===== src/rtl/ptm_pkg.sv =====
package ptm_pkg;
  localparam int unsigned ADDR_W = 3;

  typedef enum logic [ADDR_W-1:0] {
    A_CTRL   = 3'd0,
    A_EVGEN  = 3'd1,
    A_STAT   = 3'd2,
    A_PSC    = 3'd3,
    A_RELOAD = 3'd4,
    A_CHAN   = 3'd5,
    A_CMP    = 3'd6
  } reg_addr_e;

  // packed: last field is bit 0
  typedef struct packed {
    logic trig_fall;
    logic one_shot;
    logic arr_buf;
    logic run;
  } ctrl_t;

  typedef struct packed {
    logic cmp_buf;
    logic pol;
  } chan_t;
endpackage


===== src/rtl/ptm_regs.sv =====
module ptm_regs
  import ptm_pkg::*;
#(
  parameter int unsigned DATA_W = 16,
  parameter int unsigned CNT_W  = 16,
  parameter int unsigned PSC_W  = 16
) (
  input  logic              clk_i,
  input  logic              rst_ni,
  input  logic              wr_en_i,
  input  logic [ADDR_W-1:0] addr_i,
  input  logic [DATA_W-1:0] wdata_i,
  output logic [DATA_W-1:0] rdata_o,
  input  logic              upd_hw_i,
  input  logic              cmp_hit_i,
  input  logic              os_done_i,
  output ctrl_t             ctrl_o,
  output chan_t             chan_o,
  output logic [PSC_W-1:0]  psc_o,
  output logic [CNT_W-1:0]  arr_o,
  output logic [CNT_W-1:0]  cmp_o,
  output logic              ug_o,
  output logic              upd_flag_o,
  output logic              cmp_flag_o
);
  ctrl_t            ctrl_q;
  chan_t            chan_q;
  logic [PSC_W-1:0] psc_q;
  logic [CNT_W-1:0] arr_q, cmp_q;
  logic             upd_f_q, cmp_f_q;
  logic             wr_ctrl, wr_stat, wr_psc, wr_arr, wr_chan, wr_cmp;

  always_comb begin
    wr_ctrl = wr_en_i && (addr_i == A_CTRL);
    wr_stat = wr_en_i && (addr_i == A_STAT);
    wr_psc  = wr_en_i && (addr_i == A_PSC);
    wr_arr  = wr_en_i && (addr_i == A_RELOAD);
    wr_chan = wr_en_i && (addr_i == A_CHAN);
    wr_cmp  = wr_en_i && (addr_i == A_CMP);
    ug_o    = wr_en_i && (addr_i == A_EVGEN) && wdata_i[0];
  end

  always_ff @(posedge clk_i or negedge rst_ni) begin
    if (!rst_ni) begin
      ctrl_q  <= '0;
      chan_q  <= '0;
      psc_q   <= '0;
      arr_q   <= '1;
      cmp_q   <= '0;
      upd_f_q <= 1'b0;
      cmp_f_q <= 1'b0;
    end else begin
      if (wr_ctrl)        ctrl_q     <= ctrl_t'(wdata_i[3:0]);
      else if (os_done_i) ctrl_q.run <= 1'b0;
      if (wr_chan) chan_q <= chan_t'(wdata_i[1:0]);
      if (wr_psc)  psc_q  <= wdata_i[PSC_W-1:0];
      if (wr_arr)  arr_q  <= wdata_i[CNT_W-1:0];
      if (wr_cmp)  cmp_q  <= wdata_i[CNT_W-1:0];
      // set beats clear
      upd_f_q <= upd_hw_i || ug_o || (upd_f_q && !(wr_stat && wdata_i[0]));
      cmp_f_q <= cmp_hit_i || (cmp_f_q && !(wr_stat && wdata_i[1]));
    end
  end

  always_comb begin
    rdata_o = '0;
    case (reg_addr_e'(addr_i))
      A_CTRL:   rdata_o = DATA_W'(ctrl_q);
      A_STAT:   rdata_o = DATA_W'({cmp_f_q, upd_f_q});
      A_PSC:    rdata_o = DATA_W'(psc_q);
      A_RELOAD: rdata_o = DATA_W'(arr_q);
      A_CHAN:   rdata_o = DATA_W'(chan_q);
      A_CMP:    rdata_o = DATA_W'(cmp_q);
      default:  rdata_o = '0;
    endcase
  end

  assign ctrl_o     = ctrl_q;
  assign chan_o     = chan_q;
  assign psc_o      = psc_q;
  assign arr_o      = arr_q;
  assign cmp_o      = cmp_q;
  assign upd_flag_o = upd_f_q;
  assign cmp_flag_o = cmp_f_q;


  w1c_upd_chk: assert property (@(posedge clk_i) disable iff (!rst_ni)
    (wr_stat && wdata_i[0] && !upd_hw_i && !ug_o) |=> !upd_f_q);


  os_stop_chk: assert property (@(posedge clk_i) disable iff (!rst_ni)
    (os_done_i && !wr_ctrl) |=> !ctrl_q.run);


  wrap_flag_chk: assert property (@(posedge clk_i) disable iff (!rst_ni)
    upd_hw_i |=> upd_f_q);
endmodule


===== src/rtl/ptm_shadow.sv =====
module ptm_shadow #(
  parameter int unsigned CNT_W = 16,
  parameter int unsigned PSC_W = 16
) (
  input  logic             clk_i,
  input  logic             rst_ni,
  input  logic             upd_i,
  input  logic             arr_buf_i,
  input  logic             cmp_buf_i,
  input  logic [CNT_W-1:0] arr_pre_i,
  input  logic [CNT_W-1:0] cmp_pre_i,
  input  logic [PSC_W-1:0] psc_pre_i,
  output logic [CNT_W-1:0] arr_act_o,
  output logic [CNT_W-1:0] cmp_act_o,
  output logic [PSC_W-1:0] psc_act_o
);
  localparam int unsigned N_SH = 2;  // 0: reload, 1: compare

  logic [CNT_W-1:0] pre [N_SH];
  logic [CNT_W-1:0] act_q [N_SH];
  logic [N_SH-1:0]  buf_en;
  logic [PSC_W-1:0] psc_q;

  assign pre[0] = arr_pre_i;
  assign pre[1] = cmp_pre_i;
  assign buf_en = {cmp_buf_i, arr_buf_i};

  for (genvar g = 0; g < N_SH; g++) begin : g_sh
    localparam logic [CNT_W-1:0] RST_V = (g == 0) ? {CNT_W{1'b1}} : {CNT_W{1'b0}};

    always_ff @(posedge clk_i or negedge rst_ni) begin
      if (!rst_ni)                   act_q[g] <= RST_V;
      else if (upd_i || !buf_en[g])  act_q[g] <= pre[g];
    end


    shadow_hold_chk: assert property (@(posedge clk_i) disable iff (!rst_ni)
      (buf_en[g] && !upd_i) |=> $stable(act_q[g]));
  end

  // divisor is always buffered
  always_ff @(posedge clk_i or negedge rst_ni) begin
    if (!rst_ni)    psc_q <= '0;
    else if (upd_i) psc_q <= psc_pre_i;
  end

  assign arr_act_o = act_q[0];
  assign cmp_act_o = act_q[1];
  assign psc_act_o = psc_q;
endmodule


===== src/rtl/ptm_core.sv =====
module ptm_core #(
  parameter int unsigned CNT_W = 16,
  parameter int unsigned PSC_W = 16
) (
  input  logic             clk_i,
  input  logic             rst_ni,
  input  logic             run_i,
  input  logic             one_shot_i,
  input  logic             trig_fall_i,
  input  logic             pol_i,
  input  logic             trig_i,
  input  logic             ug_i,
  input  logic [CNT_W-1:0] arr_i,
  input  logic [CNT_W-1:0] cmp_i,
  input  logic [PSC_W-1:0] psc_i,
  output logic             upd_hw_o,
  output logic             cmp_hit_o,
  output logic             os_done_o,
  output logic             pwm_o
);
  logic [CNT_W-1:0] cnt_q, cnt_nxt;
  logic [PSC_W-1:0] psc_cnt_q;
  logic             trig_q, trig_seen_q;
  logic             counting, trig_edge, tick, wrap, active;

  always_comb begin
    counting  = run_i && (!one_shot_i || trig_seen_q);
    trig_edge = trig_fall_i ? (trig_q && !trig_i) : (!trig_q && trig_i);
    tick      = counting && (psc_cnt_q >= psc_i);
    wrap      = tick && (cnt_q >= arr_i);  // >= survives an unbuffered lower limit
    cnt_nxt   = wrap ? '0 : cnt_q + CNT_W'(1);
    upd_hw_o  = wrap && !ug_i;
    cmp_hit_o = tick && !ug_i && (cnt_nxt == cmp_i);
    os_done_o = upd_hw_o && one_shot_i;
    active    = counting && (cnt_q < cmp_i);
    pwm_o     = active ^ pol_i;
  end

  always_ff @(posedge clk_i or negedge rst_ni) begin
    if (!rst_ni) begin
      cnt_q       <= '0;
      psc_cnt_q   <= '0;
      trig_q      <= 1'b0;
      trig_seen_q <= 1'b0;
    end else begin
      trig_q <= trig_i;
      if (ug_i) begin
        cnt_q     <= '0;
        psc_cnt_q <= '0;
      end else if (counting) begin
        psc_cnt_q <= tick ? '0 : psc_cnt_q + PSC_W'(1);
        if (tick) cnt_q <= cnt_nxt;
      end else begin
        psc_cnt_q <= '0;
      end
      if (!run_i || !one_shot_i || os_done_o) trig_seen_q <= 1'b0;
      else if (trig_edge)                     trig_seen_q <= 1'b1;
    end
  end


  ug_restart_chk: assert property (@(posedge clk_i) disable iff (!rst_ni)
    ug_i |=> (cnt_q == '0) && (psc_cnt_q == '0));


  halt_hold_chk: assert property (@(posedge clk_i) disable iff (!rst_ni)
    (!counting && !ug_i) |=> $stable(cnt_q));


  cmp_zero_idle_chk: assert property (@(posedge clk_i) disable iff (!rst_ni)
    (cmp_i == '0) |-> (pwm_o == pol_i));


  idle_level_chk: assert property (@(posedge clk_i) disable iff (!rst_ni)
    !counting |-> (pwm_o == pol_i));
endmodule


===== src/rtl/pwm_timer.sv =====
module pwm_timer
  import ptm_pkg::*;
#(
  parameter int unsigned DATA_W = 16,
  parameter int unsigned CNT_W  = 16,
  parameter int unsigned PSC_W  = 16
) (
  input  logic              clk_i,
  input  logic              rst_ni,
  input  logic              wr_en_i,
  input  logic [2:0]        addr_i,
  input  logic [DATA_W-1:0] wdata_i,
  output logic [DATA_W-1:0] rdata_o,
  input  logic              trig_i,
  output logic              pwm_o,
  output logic              upd_flag_o,
  output logic              cmp_flag_o
);
  ctrl_t            ctrl;
  chan_t            chan;
  logic [PSC_W-1:0] psc_pre, psc_act;
  logic [CNT_W-1:0] arr_pre, cmp_pre, arr_act, cmp_act;
  logic             ug, upd_hw, cmp_hit, os_done;

  ptm_regs #(.DATA_W(DATA_W), .CNT_W(CNT_W), .PSC_W(PSC_W)) u_regs (
    .clk_i      (clk_i),
    .rst_ni     (rst_ni),
    .wr_en_i    (wr_en_i),
    .addr_i     (addr_i),
    .wdata_i    (wdata_i),
    .rdata_o    (rdata_o),
    .upd_hw_i   (upd_hw),
    .cmp_hit_i  (cmp_hit),
    .os_done_i  (os_done),
    .ctrl_o     (ctrl),
    .chan_o     (chan),
    .psc_o      (psc_pre),
    .arr_o      (arr_pre),
    .cmp_o      (cmp_pre),
    .ug_o       (ug),
    .upd_flag_o (upd_flag_o),
    .cmp_flag_o (cmp_flag_o)
  );

  ptm_shadow #(.CNT_W(CNT_W), .PSC_W(PSC_W)) u_shadow (
    .clk_i     (clk_i),
    .rst_ni    (rst_ni),
    .upd_i     (ug || upd_hw),
    .arr_buf_i (ctrl.arr_buf),
    .cmp_buf_i (chan.cmp_buf),
    .arr_pre_i (arr_pre),
    .cmp_pre_i (cmp_pre),
    .psc_pre_i (psc_pre),
    .arr_act_o (arr_act),
    .cmp_act_o (cmp_act),
    .psc_act_o (psc_act)
  );

  ptm_core #(.CNT_W(CNT_W), .PSC_W(PSC_W)) u_core (
    .clk_i       (clk_i),
    .rst_ni      (rst_ni),
    .run_i       (ctrl.run),
    .one_shot_i  (ctrl.one_shot),
    .trig_fall_i (ctrl.trig_fall),
    .pol_i       (chan.pol),
    .trig_i      (trig_i),
    .ug_i        (ug),
    .arr_i       (arr_act),
    .cmp_i       (cmp_act),
    .psc_i       (psc_act),
    .upd_hw_o    (upd_hw),
    .cmp_hit_o   (cmp_hit),
    .os_done_o   (os_done),
    .pwm_o       (pwm_o)
  );
endmodule


===== config.mk =====
export PLATFORM = sky130hd
export DESIGN_NAME = pwm_timer
export DESIGN_NICKNAME = d
export VERILOG_FILES = /design/src/rtl/ptm_pkg.sv /design/src/rtl/ptm_regs.sv /design/src/rtl/ptm_shadow.sv /design/src/rtl/ptm_core.sv /design/src/rtl/pwm_timer.sv
export SDC_FILE = /design/constraint.sdc
export NUM_CORES = 1
export LEC_CHECK = 0
export ABC_AREA = 1
export BUFFER_PORTS_ARGS = -buffer_cell sky130_fd_sc_hd__buf_2
export CAP_MARGIN = 5
export CORE_ASPECT_RATIO = 1.1
export CORE_MARGIN = 4
export CORE_UTILIZATION = 40
export DETAILED_ROUTE_END_ITERATION = 8
export PLACE_DENSITY = 0.67
export SLEW_MARGIN = 0
export SYNTH_ARGS = -nofsm -noshare
export SYNTH_HDL_FRONTEND = slang
export SYNTH_HIERARCHICAL = 1
export SYNTH_SLANG_ARGS = --single-unit

===== constraint.sdc =====
create_clock -name clk_i -period 3.3 [get_ports clk_i]
set_input_delay 0.825 -clock clk_i [delete_from_list [all_inputs] [get_ports clk_i]]
set_output_delay 0.825 -clock clk_i [all_outputs]
set_load 0.03 [all_outputs]

==> summary.md <==
| Metric | Value |
|---|---|
| Total Nets Final | `1158` |
| Via count | `7013` |
| Flop pwr share | `~39%` |
| Worst-path fanout max | `3` |
| Outcome | `completed` |
| Switching Share | `a little under two fifths` |
| Critical path cell sequence | `inv_1 -> ha_1 -> a21oi_1 -> o21ai_0 -> o211ai_1 -> nand3_1 -> xnor2_1 -> buf_2` |
| First drt pass iteration count | `5` |
| Yosys warns | `6` |
| Setup Crit Path Kind | `register to output pin` |
| Share of post-route cells with drive strength above 1 | `between 10% and 20%` |
| Max Cap Violations | `0` |
| TritonCTS clock tree | `built` |
| Bufs on Longest Clock Path | `2` |
| Max-slew headroom | `51.8%` |
| Total grt overflow | `0` |
| Tmin final | `~3.1 ns` |
| Layout area overhead | `12.5%` |
| Main synth FF type | `dfrtp_1` |
| Ports | `between 40 and 50` |
| DRT iter0 DRCs | `660` |
| H-tree levels | `4` |
| Async SR Flop Fraction | `100%` |
| Core Util, Final | `roughly 46%` |
| Reg clk slew, reported paths | `0.06 ns` |
| Worst-Skew Late Latency | `0.42 ns` |
| Worst Hold Class | `input pin to async pin` |
| Clk pwr share | `29.5%` |
| Post-placement worst setup slack | `0.328 ns` |
| Mapped Area | `0.00816 mm2` |
| Post-CTS setup buffer count | `0` |
| Hold-fix buffers, CTS | `0` |
| Core area | `roughly 0.02 mm2` |
| Std-Cell Rows | `54` |
| First-pass GRT wire length | `35.0 mm` |
| Routed WL | `21.5 mm` |
| Critical Path Sink Type | `output pin` |
| CP startpoint kind | `register` |
| Largest net degree at the start of global routing | `60` |
| Post-synthesis sequential area ratio | `a little over two fifths` |
| Final Hold Vio Count | `0` |
| Cell count after synthesis | `~1000` |
| Final ANT Viol Nets | `0` |
| DRC Markers | `0` |
| Period utilization | `94.2%` |
| Commonest non-fill, non-tap cell in the layout | `nand2_1` |
| RD Place Congestion | `0.899` |
| Antenna violations before repair | `0` |
| Post-synthesis area per instance | `7.81 um2` |
| FILL cells | `approximately 1900` |
| WL/cell | `~16 um` |
| DP HPWL | `15.6 mm` |
| Die Height | `158 um` |
| Number of diodes | `0` |
| #FFs+latches synth | `~140` |
| Combinational share of power | `between 30% and 40%` |
| WP data arrival | `2.28 ns` |
| Design internal power | `~0.0042 W` |
| Highest clock rate | `322 MHz` |
| CP max stage cell | `dfrtp_1` |
| Post-CTS Resized | `0` |
| Worst slew pin tran | `0.724 ns` |
| Die ar. | `0.0228 mm2` |
| Worst Setup Slack, final | `0.191 ns` |
| Chip width | `about 140 um` |
| Syn_nets | `1117` |
| Cts bufs inserted | `17` |
| DR vias/cell | `5.19` |
| Setup Viol. Count Final | `0` |
| CTS sink cnt | `138` |
| Post-synth EDFFs | `0` |
| Pwr Total | `0.00676 W` |
| CP max stage delay | `0.44 ns` |
| Clock Skew | `0.00975 ns` |
| Final Max Tran Viols | `0` |
| CTS root buf | `clkbuf_16` |
| RSZ-0062 raised after global routing | `false` |
| Power per cell area | `737 mW/mm2` |
| Worst endpoint required time | `2.47 ns` |
| Total track usage | `19.6%` |
| Most frequent cells in the layout | `nand2_1 (400), inv_1 (112), dfrtp_1 (106)` |
| NetSw | `0.00252 W` |
| Initial Util | `a little over 40%` |
| Maximum VDD drop | `0.409 mV` |
| WHS | `0.342 ns` |
| Fin Setup TNS | `0 ns` |
| IO Port Bufs | `around 40` |
| Static Leakage | `4.85 nW` |
| Post-synthesis cell type count | `45` |
| Vias in the first global route | `6751` |
[power groups by stage]
stage | Clock [W] | Combinational, W | Sequential [W]
floorplan | 0 | 0.00161 | 0.00248
global placement | 0 | 0.00204 | 0.00265
detailed placement | 0 | 0.00209 | 0.00266
CTS | 0.00202 | 0.00211 | 0.00264
global route | 0.00209 | 0.00246 | 0.00271
finish | 0.00199 | 0.00212 | 0.00265
[Yosys cell counts, types with 2 or more instances]
library cell | number | area (um2)
a21oi_1 | 20 | 100
a31oi_1 | 3 | 18.8
buf_12 | 2 | 40.0
buf_2 | 11 | 55.1
buf_4 | 7 | 52.6
buf_6 | 10 | 113
clkbuf_1 | 5 | 18.8
dfrtp_1 | 106 | 2650
dfstp_2 | 32 | 841
ha_1 | 49 | 613
inv_1 | 112 | 420
inv_2 | 3 | 11.3
nand2_1 | 400 | 1500
nand2_4 | 5 | 56.3
nand3_1 | 82 | 410
nand3_2 | 13 | 130
nand4_1 | 18 | 113
nor2_1 | 48 | 180
nor2_4 | 3 | 33.8
nor2_8 | 2 | 40.0
nor3_1 | 6 | 30.0
nor3b_1 | 3 | 22.5
o211ai_1 | 2 | 15.0
o21ai_0 | 52 | 260
o22ai_1 | 11 | 68.8
xnor2_1 | 3 | 26.3
xor2_1 | 19 | 166
[per-stage QoR]
step                std cells  cell area (um2)
CTS                      1351             9180
global placement         1319             8560
detailed placement       1319             8560
global route             1351             9180
finish                   1351             9180
floorplan                1045             8160
[final timing paths]
path	start	end	slack [ns]	depth (start not counted)
max in group asynchronous	rst_ni	u_regs/arr_o[7]	2.12	2
min in group clk_i	u_shadow/arr_act_o[1]	u_shadow/arr_act_o[1]	0.47	2
setup reg to reg	u_shadow/arr_act_o[9]	u_regs/cmp_flag_o	0.53	18
hold reg to reg	u_shadow/arr_act_o[1]	u_shadow/arr_act_o[1]	0.47	2
hold / removal	rst_ni	u_shadow/psc_act_o[10]	0.34	1
setup / recovery	u_shadow/cmp_act_o[7]	pwm_o	0.19	8
[critical path, delay by kind of cell, from the launching register on]
family	cells	cell delay, ns
adders and majority gates	1	0.32
and+or+nand+nor	1	0.19
DFF	1	0.44
xor gates and xnor gates	1	0.17
buffers and inverters	2	0.31
AOI/OAI and AO/OA	3	0.45
[routing by layer]
layer | up-vias | part of all wire (%) | wire, um | GRT usage, %
met2 | 221 | 46 | 9960 | 31.7
met3 | 43 | 4.3 | 917 | 2.75
met5 | - | 0 | 0 | 0
met1 | 3322 | 46 | 9820 | 26.2
met4 | 0 | 3.6 | 782 | 9.02
li1 | 3427 | - | - | -
[state kept, by name, indices dropped and copies added (netlist names)]
register	count
u_shadow/psc_act_o	16
u_regs/cmp_o	16
u_shadow/arr_act_o	16
u_core/trig_q	1
u_shadow/cmp_act_o	16
u_core/psc_cnt_q	16
u_regs/psc_o	16
u_regs/chan_o	2
u_regs/cmp_flag_o	1
u_regs/upd_flag_o	1
u_core/cnt_q	16
u_regs/arr_o	16
u_core/trig_seen_q	1
u_regs/ctrl_o	4
[cell type report]
class                      instances  area, um2  share of cell area [%]
tap                              252        315                    3.44
sequential                       138       3490                    38.1
timing repair buffer              58        364                    3.97
clock buffer                      22        484                    5.28
inverter                         117        449                    4.89
clock inverter                    10        139                    1.51
multi-input combinational        754       3930                    42.9
[cells by family (layout without fill, tap and decap cells)]
| logic type | count (synthesis) | count (layout) | synth area share, % |
|---|---|---|---|
| compound gates | 95 | 95 | 6.35 |
| flops | 138 | 138 | 42.8 |
| buf+inv | 153 | 207 | 8.98 |
| fa+ha+maj | 49 | 49 | 7.51 |
| simple gates | 588 | 588 | 32.0 |
| xor+xnor | 22 | 22 | 2.36 |
(Power assumes the default switching activity.)
